**src/rtl/dscan_pkg.sv**
```systemverilog
package dscan_pkg;

  // Scanner operating state
  typedef enum logic [1:0] {
    SC_BOOT = 2'd0,  // first clock after reset, opens the D5 slot
    SC_RUN  = 2'd1,  // scanning digits
    SC_DARK = 2'd2   // blanked after an overranged scan
  } scan_state_e;

endpackage

```
**src/rtl/dscan_dwell.sv**
```systemverilog
module dscan_dwell #(
  parameter int SLOT_CLKS  = 200,
  parameter int LEAD_EXTRA = 1,
  parameter int CNT_W      = $clog2(SLOT_CLKS + LEAD_EXTRA + 1)
) (
  input  logic clk,
  input  logic rst_n,
  input  logic run_i,    // a slot is being shown
  input  logic lead_i,   // current slot is the leading digit
  output logic last_o    // final clock of the current slot
);

  localparam logic [CNT_W-1:0] LEAD_M1 = CNT_W'(SLOT_CLKS + LEAD_EXTRA - 1);
  localparam logic [CNT_W-1:0] BASE_M1 = CNT_W'(SLOT_CLKS - 1);

  logic [CNT_W-1:0] cnt_q;
  logic [CNT_W-1:0] cnt_nxt;
  logic [CNT_W-1:0] len_m1;
  logic             cnt_en;
  logic             last;

  always_comb begin
    len_m1  = lead_i ? LEAD_M1 : BASE_M1;
    last    = run_i && (cnt_q == len_m1);
    cnt_en  = run_i;
    cnt_nxt = last ? '0 : cnt_q + CNT_W'(1);
  end

  always_ff @(posedge clk or negedge rst_n) begin
    if (!rst_n) begin
      cnt_q <= '0;
    end else if (cnt_en) begin
      cnt_q <= cnt_nxt;
    end
  end

  assign last_o = last;


  dwell_bound_chk: assert property (@(posedge clk) disable iff (!rst_n)
    run_i |-> (cnt_q <= len_m1));


  dwell_idle_zero_chk: assert property (@(posedge clk) disable iff (!rst_n)
    !run_i |-> (cnt_q == '0));

endmodule

```
**src/rtl/dscan_seq.sv**
```systemverilog
module dscan_seq
  import dscan_pkg::*;
#(
  parameter int NUM_DIGITS = 5,
  parameter int IDX_W      = $clog2(NUM_DIGITS)
) (
  input  logic             clk,
  input  logic             rst_n,
  input  logic             last_i,
  input  logic             ovr_i,
  input  logic             ref_start_i,
  output logic             run_o,
  output logic             dark_o,
  output logic [IDX_W-1:0] idx_o,      // 0 = leading digit
  output logic             load_o,     // a new slot starts next clock
  output logic [IDX_W-1:0] load_idx_o, // index of that slot
  output logic             strobe_o
);

  localparam logic [IDX_W-1:0] LAST_IDX = IDX_W'(NUM_DIGITS - 1);

  scan_state_e      state_q, state_nxt;
  logic [IDX_W-1:0] idx_q, idx_nxt;
  logic             load;
  logic             st_en;

  always_comb begin
    state_nxt = state_q;
    idx_nxt   = idx_q;
    load      = 1'b0;
    unique case (state_q)
      SC_BOOT: begin
        load      = 1'b1;
        state_nxt = SC_RUN;
        idx_nxt   = '0;
      end
      SC_RUN: begin
        if (last_i) begin
          if (idx_q == LAST_IDX) begin
            if (ovr_i) begin
              state_nxt = SC_DARK;
              idx_nxt   = '0;
            end else begin
              load    = 1'b1;
              idx_nxt = '0;
            end
          end else begin
            load    = 1'b1;
            idx_nxt = idx_q + IDX_W'(1);
          end
        end
      end
      SC_DARK: begin
        if (ref_start_i) begin
          load      = 1'b1;
          state_nxt = SC_RUN;
          idx_nxt   = '0;
        end
      end
      default: begin
        state_nxt = SC_BOOT;
        idx_nxt   = '0;
      end
    endcase
    st_en = (state_nxt != state_q) || (idx_nxt != idx_q);
  end

  always_ff @(posedge clk or negedge rst_n) begin
    if (!rst_n) begin
      state_q <= SC_BOOT;
      idx_q   <= '0;
    end else if (st_en) begin
      state_q <= state_nxt;
      idx_q   <= idx_nxt;
    end
  end

  assign run_o      = (state_q == SC_RUN);
  assign dark_o     = (state_q == SC_DARK);
  assign idx_o      = idx_q;
  assign load_o     = load;
  assign load_idx_o = idx_nxt;
  assign strobe_o   = run_o && last_i && (idx_q == LAST_IDX);


  dark_hold_chk: assert property (@(posedge clk) disable iff (!rst_n)
    (dark_o && !ref_start_i) |=> dark_o);


  dark_release_chk: assert property (@(posedge clk) disable iff (!rst_n)
    (dark_o && ref_start_i) |=> (run_o && idx_o == '0));


  ovr_enter_dark_chk: assert property (@(posedge clk) disable iff (!rst_n)
    (strobe_o && ovr_i) |=> dark_o);


  strobe_single_chk: assert property (@(posedge clk) disable iff (!rst_n)
    strobe_o |=> !strobe_o);

endmodule

```
**src/rtl/dscan_bcd.sv**
```systemverilog
module dscan_bcd #(
  parameter int NUM_DIGITS = 5,
  parameter int BCD_W      = 4,
  parameter int IDX_W      = $clog2(NUM_DIGITS)
) (
  input  logic                        clk,
  input  logic                        rst_n,
  input  logic [NUM_DIGITS*BCD_W-1:0] digits_i,
  input  logic                        load_i,
  input  logic [IDX_W-1:0]            sel_i,   // slot index, 0 = leading
  input  logic                        ovr_i,
  input  logic                        run_i,
  output logic [BCD_W-1:0]            bcd_o
);

  logic [BCD_W-1:0] dig_a [NUM_DIGITS];
  logic [IDX_W-1:0] pos;
  logic [BCD_W-1:0] pick;
  logic [BCD_W-1:0] bcd_q, bcd_nxt;

  for (genvar g = 0; g < NUM_DIGITS; g++) begin : g_split
    assign dig_a[g] = digits_i[g*BCD_W +: BCD_W];
  end

  always_comb begin
    pos     = IDX_W'(NUM_DIGITS - 1) - sel_i;
    pick    = dig_a[pos];
    bcd_nxt = ovr_i ? '0 : pick;
  end

  always_ff @(posedge clk or negedge rst_n) begin
    if (!rst_n) begin
      bcd_q <= '0;
    end else if (load_i) begin
      bcd_q <= bcd_nxt;
    end
  end

  assign bcd_o = run_i ? bcd_q : '0;


  bcd_hold_chk: assert property (@(posedge clk) disable iff (!rst_n)
    !load_i |=> $stable(bcd_q));


  bcd_ovr_zero_chk: assert property (@(posedge clk) disable iff (!rst_n)
    (load_i && ovr_i) |=> (bcd_o == '0));

endmodule

```
**src/rtl/disp_scan_top.sv**
```systemverilog
module disp_scan_top #(
  parameter int NUM_DIGITS = 5,
  parameter int BCD_W      = 4,
  parameter int SLOT_CLKS  = 200,
  parameter int LEAD_EXTRA = 1
) (
  input  logic                        clk,
  input  logic                        rst_n,
  input  logic [NUM_DIGITS*BCD_W-1:0] digits_i,
  input  logic                        overrange_i,
  input  logic                        ref_start_i,
  output logic [NUM_DIGITS-1:0]       digit_drv_o,
  output logic [BCD_W-1:0]            bcd_o,
  output logic                        strobe_o
);

  localparam int IDX_W = $clog2(NUM_DIGITS);
  localparam int CNT_W = $clog2(SLOT_CLKS + LEAD_EXTRA + 1);
  localparam logic [IDX_W-1:0] LAST_IDX = IDX_W'(NUM_DIGITS - 1);

  logic             run, dark, last, load, lead;
  logic [IDX_W-1:0] idx, load_idx;

  assign lead = (idx == '0);

  dscan_seq #(
    .NUM_DIGITS (NUM_DIGITS),
    .IDX_W      (IDX_W)
  ) i_seq (
    .clk         (clk),
    .rst_n       (rst_n),
    .last_i      (last),
    .ovr_i       (overrange_i),
    .ref_start_i (ref_start_i),
    .run_o       (run),
    .dark_o      (dark),
    .idx_o       (idx),
    .load_o      (load),
    .load_idx_o  (load_idx),
    .strobe_o    (strobe_o)
  );

  dscan_dwell #(
    .SLOT_CLKS  (SLOT_CLKS),
    .LEAD_EXTRA (LEAD_EXTRA),
    .CNT_W      (CNT_W)
  ) i_dwell (
    .clk    (clk),
    .rst_n  (rst_n),
    .run_i  (run),
    .lead_i (lead),
    .last_o (last)
  );

  dscan_bcd #(
    .NUM_DIGITS (NUM_DIGITS),
    .BCD_W      (BCD_W),
    .IDX_W      (IDX_W)
  ) i_bcd (
    .clk      (clk),
    .rst_n    (rst_n),
    .digits_i (digits_i),
    .load_i   (load),
    .sel_i    (load_idx),
    .ovr_i    (overrange_i),
    .run_i    (run),
    .bcd_o    (bcd_o)
  );

  // Select bit k belongs to digit position k; slot index 0 is the top position.
  for (genvar k = 0; k < NUM_DIGITS; k++) begin : g_drv
    assign digit_drv_o[k] = run && (idx == IDX_W'(NUM_DIGITS - 1 - k));
  end


  drv_onehot_chk: assert property (@(posedge clk) disable iff (!rst_n)
    $onehot0(digit_drv_o));


  dark_blank_chk: assert property (@(posedge clk) disable iff (!rst_n)
    dark |-> (digit_drv_o == '0 && bcd_o == '0));


  scan_order_chk: assert property (@(posedge clk) disable iff (!rst_n)
    (run && last && idx != LAST_IDX) |=> (digit_drv_o == ($past(digit_drv_o) >> 1)));


  mid_slot_stable_chk: assert property (@(posedge clk) disable iff (!rst_n)
    (run && !last) |=> ($stable(digit_drv_o) && $stable(bcd_o)));


  wrap_to_lead_chk: assert property (@(posedge clk) disable iff (!rst_n)
    (strobe_o && !overrange_i) |=> digit_drv_o[NUM_DIGITS-1]);

endmodule

```
**config.mk**
```make
export PLATFORM = sky130hd
export DESIGN_NAME = disp_scan_top
export DESIGN_NICKNAME = d
export VERILOG_FILES = /design/src/rtl/dscan_pkg.sv /design/src/rtl/dscan_dwell.sv /design/src/rtl/dscan_seq.sv /design/src/rtl/dscan_bcd.sv /design/src/rtl/disp_scan_top.sv
export SDC_FILE = /design/constraint.sdc
export NUM_CORES = 1
export LEC_CHECK = 0
export ABC_AREA = 1
export BUFFER_PORTS_ARGS = -buffer_cell sky130_fd_sc_hd__buf_2
export CAP_MARGIN = 10
export CORE_MARGIN = 2
export CORE_UTILIZATION = 48
export CTS_CLUSTER_DIAMETER = 120
export DETAILED_ROUTE_END_ITERATION = 8
export GPL_ROUTABILITY_DRIVEN = 0
export GPL_TIMING_DRIVEN = 0
export HOLD_SLACK_MARGIN = 0.08
export PLACE_DENSITY = 0.84
export REMOVE_ABC_BUFFERS = 1
export SYNTH_ARGS = -nofsm -noshare
export SYNTH_HDL_FRONTEND = slang
export SYNTH_SLANG_ARGS = --single-unit
```
**constraint.sdc**
```tcl
create_clock -name clk -period 3 [get_ports clk]
set_input_delay 0.15 -clock clk [delete_from_list [all_inputs] [get_ports clk]]
set_output_delay 0.15 -clock clk [all_outputs]
set_load 0.01 [all_outputs]
```
-- After elaboration in Yosys (flattened, before gate mapping)
Index checks and enable logic that the tools add are counted.
- add/sub/neg operators: 3
- multiply operators: 0
- divide/modulo/power cells: 0
- order comparisons: 1
- equal/unequal tests: 9
- shift-type cells: 0
- multiplexer cells: 21
- bitwise operators: 1
- reductions and logical operators: 11
- operators by type and width (operator ; count):
    $mux 4 ; 5
    $bmux 4 s3 ; 1
    $mux 3 ; 3
    $add 8x1->8 const B ; 1
    $eq 8x8->1 ; 1
    $logic_and 1x1->1 ; 8
    $mux 2 ; 4
    $mux 8 ; 1
    $eq 3x2->1 const B ; 2
    $pmux 2 s3 ; 1
    $pmux 3 s2 ; 1
    $ge 4x4->1 const B ; 1
    $mux 1 ; 4
    $not 3->4 ; 1
    $add 3x1->3 const B ; 1
    $eq 3x1->1 const B ; 1
    $eq 3x3->1 const B ; 1
    $logic_not 3->1 ; 1
    $ne 3x3->1 ; 1
    $pmux 1 s3 ; 1
    $sub 3x3->3 const A ; 1
    $eq 2x1->1 const B ; 1
    $eq 2x2->1 const B ; 1
    $logic_not 2->1 ; 1
    2 further kinds ; 2
- flip-flop bits (word level): 17
- latch bits: 0
- memory bits (writable): 0
- memory bits (read-only): 0
- bits of input ports: 24
- output and inout bits: 10
- logic and storage cells: 50
- memories: 0

-- Longest topological paths before layout
- depth after elaboration: 12
- gate-level depth with buffers: 20
- depth with buffers taken out: 19

-- Modules after synthesis
Synthesis repeated with hierarchy kept, for this count alone.
- cell total of the unflattened synthesis: 219
- area total of the unflattened synthesis: 1495.2 um^2
- modules (own cells, without submodules) (module ; times used ; cells an instance ; area an instance (um^2) ; sequential area each (um^2)):
    dscan_dwell ; 1 ; 69 ; 526.8 ; 200.2
    dscan_bcd ; 1 ; 73 ; 464.2 ; 100.1
    dscan_seq ; 1 ; 63 ; 442.9 ; 125.1
    disp_scan_top ; 1 ; 14 ; 61.3 ; 0.0

-- Least setup slack after synthesis
OpenSTA, ideal clock, no wires.
- kind: reg-to-reg
- from: register i_seq.idx_q[0], in the netlist i_seq.idx_o[0]
- to: register i_bcd.bcd_q[2]
- setup time: 0.118 ns
- arrival time: 2.749 ns
- data required time: 2.882 ns
- slack: 0.134 ns
- stages on the path, launching flop included: 19
- buffers on the path: 1
- period minus slack after synthesis: 2.866 ns
- cell sequence: dfrtp_1 -> inv_1 -> ha_1 -> inv_1 -> nor2_1 -> nand3_1 -> nand2_1 -> nand3_1 -> a21oi_4 -> nand2_4 -> ha_1 -> clkbuf_1 -> mux2_2 -> nand3_1 -> nand2_1 -> inv_1 -> nand2_1 -> nand3_1 -> nand2_1
- word-level cells in the longest chain between the ends: 12
- elaborated cells between the ends (all ways): 19
- RTL lines (element ; RTL line ; text):
    from (decl) ; dscan_seq.sv:23 ; logic [IDX_W-1:0] idx_q, idx_nxt;
    from (signal assigned) ; dscan_seq.sv:74 ; idx_q <= idx_nxt;
    $logic_not 3->1 ; disp_scan_top.sv:24 ; assign lead = (idx == '0);
    $mux 4 ; dscan_dwell.sv:23 ; len_m1 = lead_i ? LEAD_M1 : BASE_M1;
    $eq 8x8->1 ; dscan_dwell.sv:24 ; last = run_i && (cnt_q == len_m1);
    $logic_and 1x1->1 ; dscan_dwell.sv:24 ;
    $mux 3 ; dscan_seq.sv:38 ; if (last_i) begin
    $pmux 3 s2 ; dscan_seq.sv:31 ; unique case (state_q)
    $sub 3x3->3 ; dscan_bcd.sv:26 ; pos = IDX_W'(NUM_DIGITS - 1) - sel_i;
    $not 3->4 (implied by the code) ; dscan_bcd.sv:27 ; pick = dig_a[pos];
    $bmux 4 s3 ; dscan_bcd.sv:27 ;
    $mux 4 (implied by the code) (2 in series) ; dscan_bcd.sv:27 ;
    $mux 4 ; dscan_bcd.sv:28 ; bcd_nxt = ovr_i ? '0 : pick;
    to (signal assigned) ; dscan_bcd.sv:35 ; bcd_q <= bcd_nxt;
    to (decl) ; dscan_bcd.sv:19 ; logic [BCD_W-1:0] bcd_q, bcd_nxt;
Several ways; a longest one is shown, not always the timed one. The select of a mux whose other input is x is not followed.
A chain may end at the register's enable or synchronous reset.

-- Final worst setup path
- from: register i_seq.idx_q[0], in the netlist i_seq.idx_o[0]
- to: register i_bcd.bcd_q[3]
The elaborated chain is that of the path after synthesis.

==> Implementation_results.wiki <==
{| class="wikitable"
! Metric !! Value
|-
| Post-synthesis cell type count || 23
|-
| Cell depth of the worst min-delay path || 3
|-
| TritonCTS Sinks || 17
|-
| Kind of start point of the critical path || flip-flop
|-
| Slowest cell on crit path || dfrtp_2
|-
| Post-Layout Cell Count || 267
|-
| Worst vdd ir || around 0.18 mV
|-
| Detailed Routing Iterations Pass 1 || 7
|-
| Diodes inserted || 0
|-
| Final core area utilization || 63.11%
|-
| Pin count of the biggest net entering global routing || 18
|-
| Number of pins with negative max-slew slack in the final report || 0
|-
| Number of nets in the layout || 272
|-
| Total chip power || 0.4059 mW
|-
| Post-route standard cell area excluding fillers || 0.001725 mm2
|-
| Synth warn || 0
|-
| Total negative slack for setup checks || 0 ps
|-
| Cell chain of the critical path || inv_2 -> ha_2 -> inv_1 -> nor2_1 -> nand3_1 -> nand2_2 -> nand2_4 -> inv_2 -> a32o_1 -> nand2_1 -> ha_4 -> buf_2 -> mux2_2 -> nand2_1 -> nand2_1 -> inv_1 -> nand2_1 -> nand3_1 -> nand2_1
|-
| Number of port buffers || 33
|-
| Kind of end point of the critical path || flip-flop
|-
| Worst Tran Pin Value || 392.9 ps
|-
| Pre-CTS setup slack || -265.8 ps
|-
| Per-cell routed wire length || approximately 11 um
|-
| Proportion of synthesized chip area in sequential cells || a little under a third
|-
| Ratio of final minimum period to clock period || 94.70%
|-
| Result of the run || complete, no violations
|-
| Maximum number of buffers from clock root to sink || 2
|-
| Class of the most critical setup path || reg -> reg
|-
| Remaining design rule violation count || 0
|-
| IO Pins || 34
|-
| Ranking of synthesized cells by area || dfrtp_1, nand2_1, inv_1
|-
| Worst relative slew slack || 73.81%
|-
| Hold Crit Class || in -> reg
|-
| Worst stage delay on the critical path || 450 ps
|-
| Post-DR vias/cell || 5.064
|-
| Startpoint of the most critical setup path || i_seq.idx_o[0]$_DFFE_PN0P_
|-
| Remaining antenna violation count after routing || 0
|-
| Die span in y || 57.53 um
|-
| Power density over cell area || between 200 and 250 mW/mm2
|-
| Launching point of the worst reg2reg path || i_seq.idx_o[0]$_DFFE_PN0P_
|-
| Count of placed standard cells including taps || 254
|-
| Wire length of the first global-routing pass || 4.905 mm
|-
| Area growth, synth to finish || 25.48%
|-
| Count of flip-flops with a built-in enable after synthesis || 0
|-
| R2r endpoint || i_bcd.bcd_q[3]$_DFFE_PN0P_
|-
| Number of max-cap violations || 0
|-
| Via total after detailed routing || 1352
|-
| Site Rows || 19
|-
| Detailed placement HPWL || ~2.2 mm
|-
| Worst EP arrival || 3040 ps
|-
| Global-route total usage across every layer || 18.51%
|-
| Commonest cells post-synth || nand2_1, inv_1, nand3_1
|-
| Initial Util || slightly above 50%
|-
| Hold Crit Start || overrange_i
|-
| Number of design-rule violations left by the first detailed-router iteration || 37
|-
| Number of clock buffers inserted by TritonCTS || 3
|-
| Shortest clock period the worst path allows after layout || 2841 ps
|-
| Most common cell in the synthesized netlist || nand2_1
|-
| Max FO, Critical Path || 8
|-
| Clock tree from TritonCTS || done
|-
| Worst hold-check slack || 183.4 ps
|-
| Highest Clock Rate || 0.3520 GHz
|-
| Aggregate routed wire length || 3.020 mm
|-
| Number of antenna violations at the first check in global routing || 0
|-
| Final setup margin || about 160 ps
|-
| Latest clock arrival within the worst-skew pair || approximately 300 ps
|-
| Mapped Area || 0.001375 mm2
|-
| Number of cells on the worst reg-to-reg path || 19
|-
| Die area || 0.003309 mm2
|-
| End point of the most critical hold path || i_seq.state_q[1]$_DFFE_PN0P_
|-
| Register clock-pin slew on the reported worst setup and hold paths || 110 ps
|-
| Area share of the leading cell type in the synthesized netlist || 30.94%
|-
| Share of async-settable or async-resettable flops after synthesis || 100.0%
|-
| Cell taking the most area after synthesis || dfrtp_1
|-
| Mean instance size in the synthesized netlist || 7.162 um2
|-
| Total count of hold-check failures in the final report || 0
|-
| Global route total overflow || 0
|-
| Required time worst endpoint || 3200 ps
|-
| Library cell used as clock root buffer || clkbuf_4
|-
| Area after DPL || 0.001572 mm2
|-
| Vias in the first global route || 1234
|-
| Flop2flop setup slack || approximately 160 ps
|-
| Post-route clock skew || ~4 ps
|-
| Post-Synthesis Cells || 192
|-
| Core Box Area || about 0.0027 mm2
|-
| Width of the chip || about 58 um
|-
| CTS HTree Levels || 1
|-
| Post-synthesis sequential element count || 17
|-
| Fraction of final layout cells sized beyond drive strength 1 || 30.51%
|-
| Predominant post-synthesis flop cell || dfrtp_1
|-
| Leakage power total || 1.038 nW
|-
| Total of endpoints with negative setup slack in the final report || 0
|-
| Cell mode on critical path || nand2_1
|}
what timing repair did:
action / 4_1_cts / 5_1_grt
gates resized for setup: 3 / 10
hold buffers: 1 / 0
buffers inserted: 0 / 8
gates cloned: 0 / 0
pin swaps: 0 / 2
endpoints found under the hold margin: 17 / 0
endpoints found under the setup margin: 4 / 4
worst max-delay path: cells and delay by family (launching register included):
| kind | cells | cell delay [ps] |
|---|---|---|
| AOI/OAI and AO/OA | 1 | 170 |
| adders and majority gates | 2 | 500 |
| buffers and inverters | 5 | 480 |
| DFF | 1 | 450 |
| muxes | 1 | 340 |
| and+or+nand+nor | 10 | 790 |
report_power, final:
part | leakage (nW) | switching (mW) | internal, mW
combinational | 0.803 | 0.0197 | 0.0231
clock | 0.0177 | 0.0802 | 0.0497
sequential | 0.217 | 0.00147 | 0.232
total | 1.04 | 0.101 | 0.305
kinds of logic (layout without fill, tap and decap cells):
logic type               after synthesis  in the layout  share of synthesized area [%]
AND/OR/NAND/NOR                       97             97                          32.67
buffers and inverters                 40             84                          10.92
flip-flops                            17             17                          30.94
AO/OA/AOI/OAI                         16             16                          7.006
adder cells (fa/ha/maj)               11             11                          10.01
multiplexers                           8              8                          6.552
XOR/XNOR                               3              3                          1.911
how the worst max path moves through the flow:
stage                                       endpoint  slack [ps]
after detailed placement  i_bcd.bcd_q[2]$_DFFE_PN0P_        -270
after global placement    i_bcd.bcd_q[0]$_DFFE_PN0P_        -240
after global routing      i_bcd.bcd_q[1]$_DFFE_PN0P_         -40
final                     i_bcd.bcd_q[3]$_DFFE_PN0P_         160
after floorplan           i_bcd.bcd_q[2]$_DFFE_PN0P_         160
after CTS                 i_bcd.bcd_q[2]$_DFFE_PN0P_           7
metal layers:
metal  track usage, %  vias to the layer above  part of all wire (%)
met5                0                        -                     0
met4            7.641                        0                   1.9
met3            1.361                        7                   5.3
met2            33.44                       49                    52
met1            22.46                      610                    41
li1                 -                      686                     -
sequential cells by signal (all words and copies together) (netlist names):
| name | count |
|---|---|
| i_bcd.bcd_q | 4 |
| i_dwell.cnt_q | 8 |
| i_seq.idx_o | 3 |
| i_seq.state_q | 2 |
final cells by class:
class	instances	area, um2
Inverter	38	142.6
Tap cell	31	38.79
Fill cell	256	1008
Clock buffer	3	22.52
Multi-Input combinational cell	135	844.6
Sequential cell	17	426.7
Clock inverter	1	5.005
Timing Repair Buffer	42	245.2
placed cells by master (no fill, tap or decap), drive strengths merged:
cell type,Yosys,final
a21oi,9,9
a32o,1,1
buf,0,41
clkbuf,2,3
clkinv,0,1
dfrtp,17,17
dlygate4sd3,0,1
ha,11,11
inv,38,38
mux2,8,8
nand2,51,51
nand3,24,24
nor2,18,18
nor3,2,2
nor3b,1,1
o21ai,6,6
or2,1,1
xor2,3,3
(Power assumes the default switching activity.)
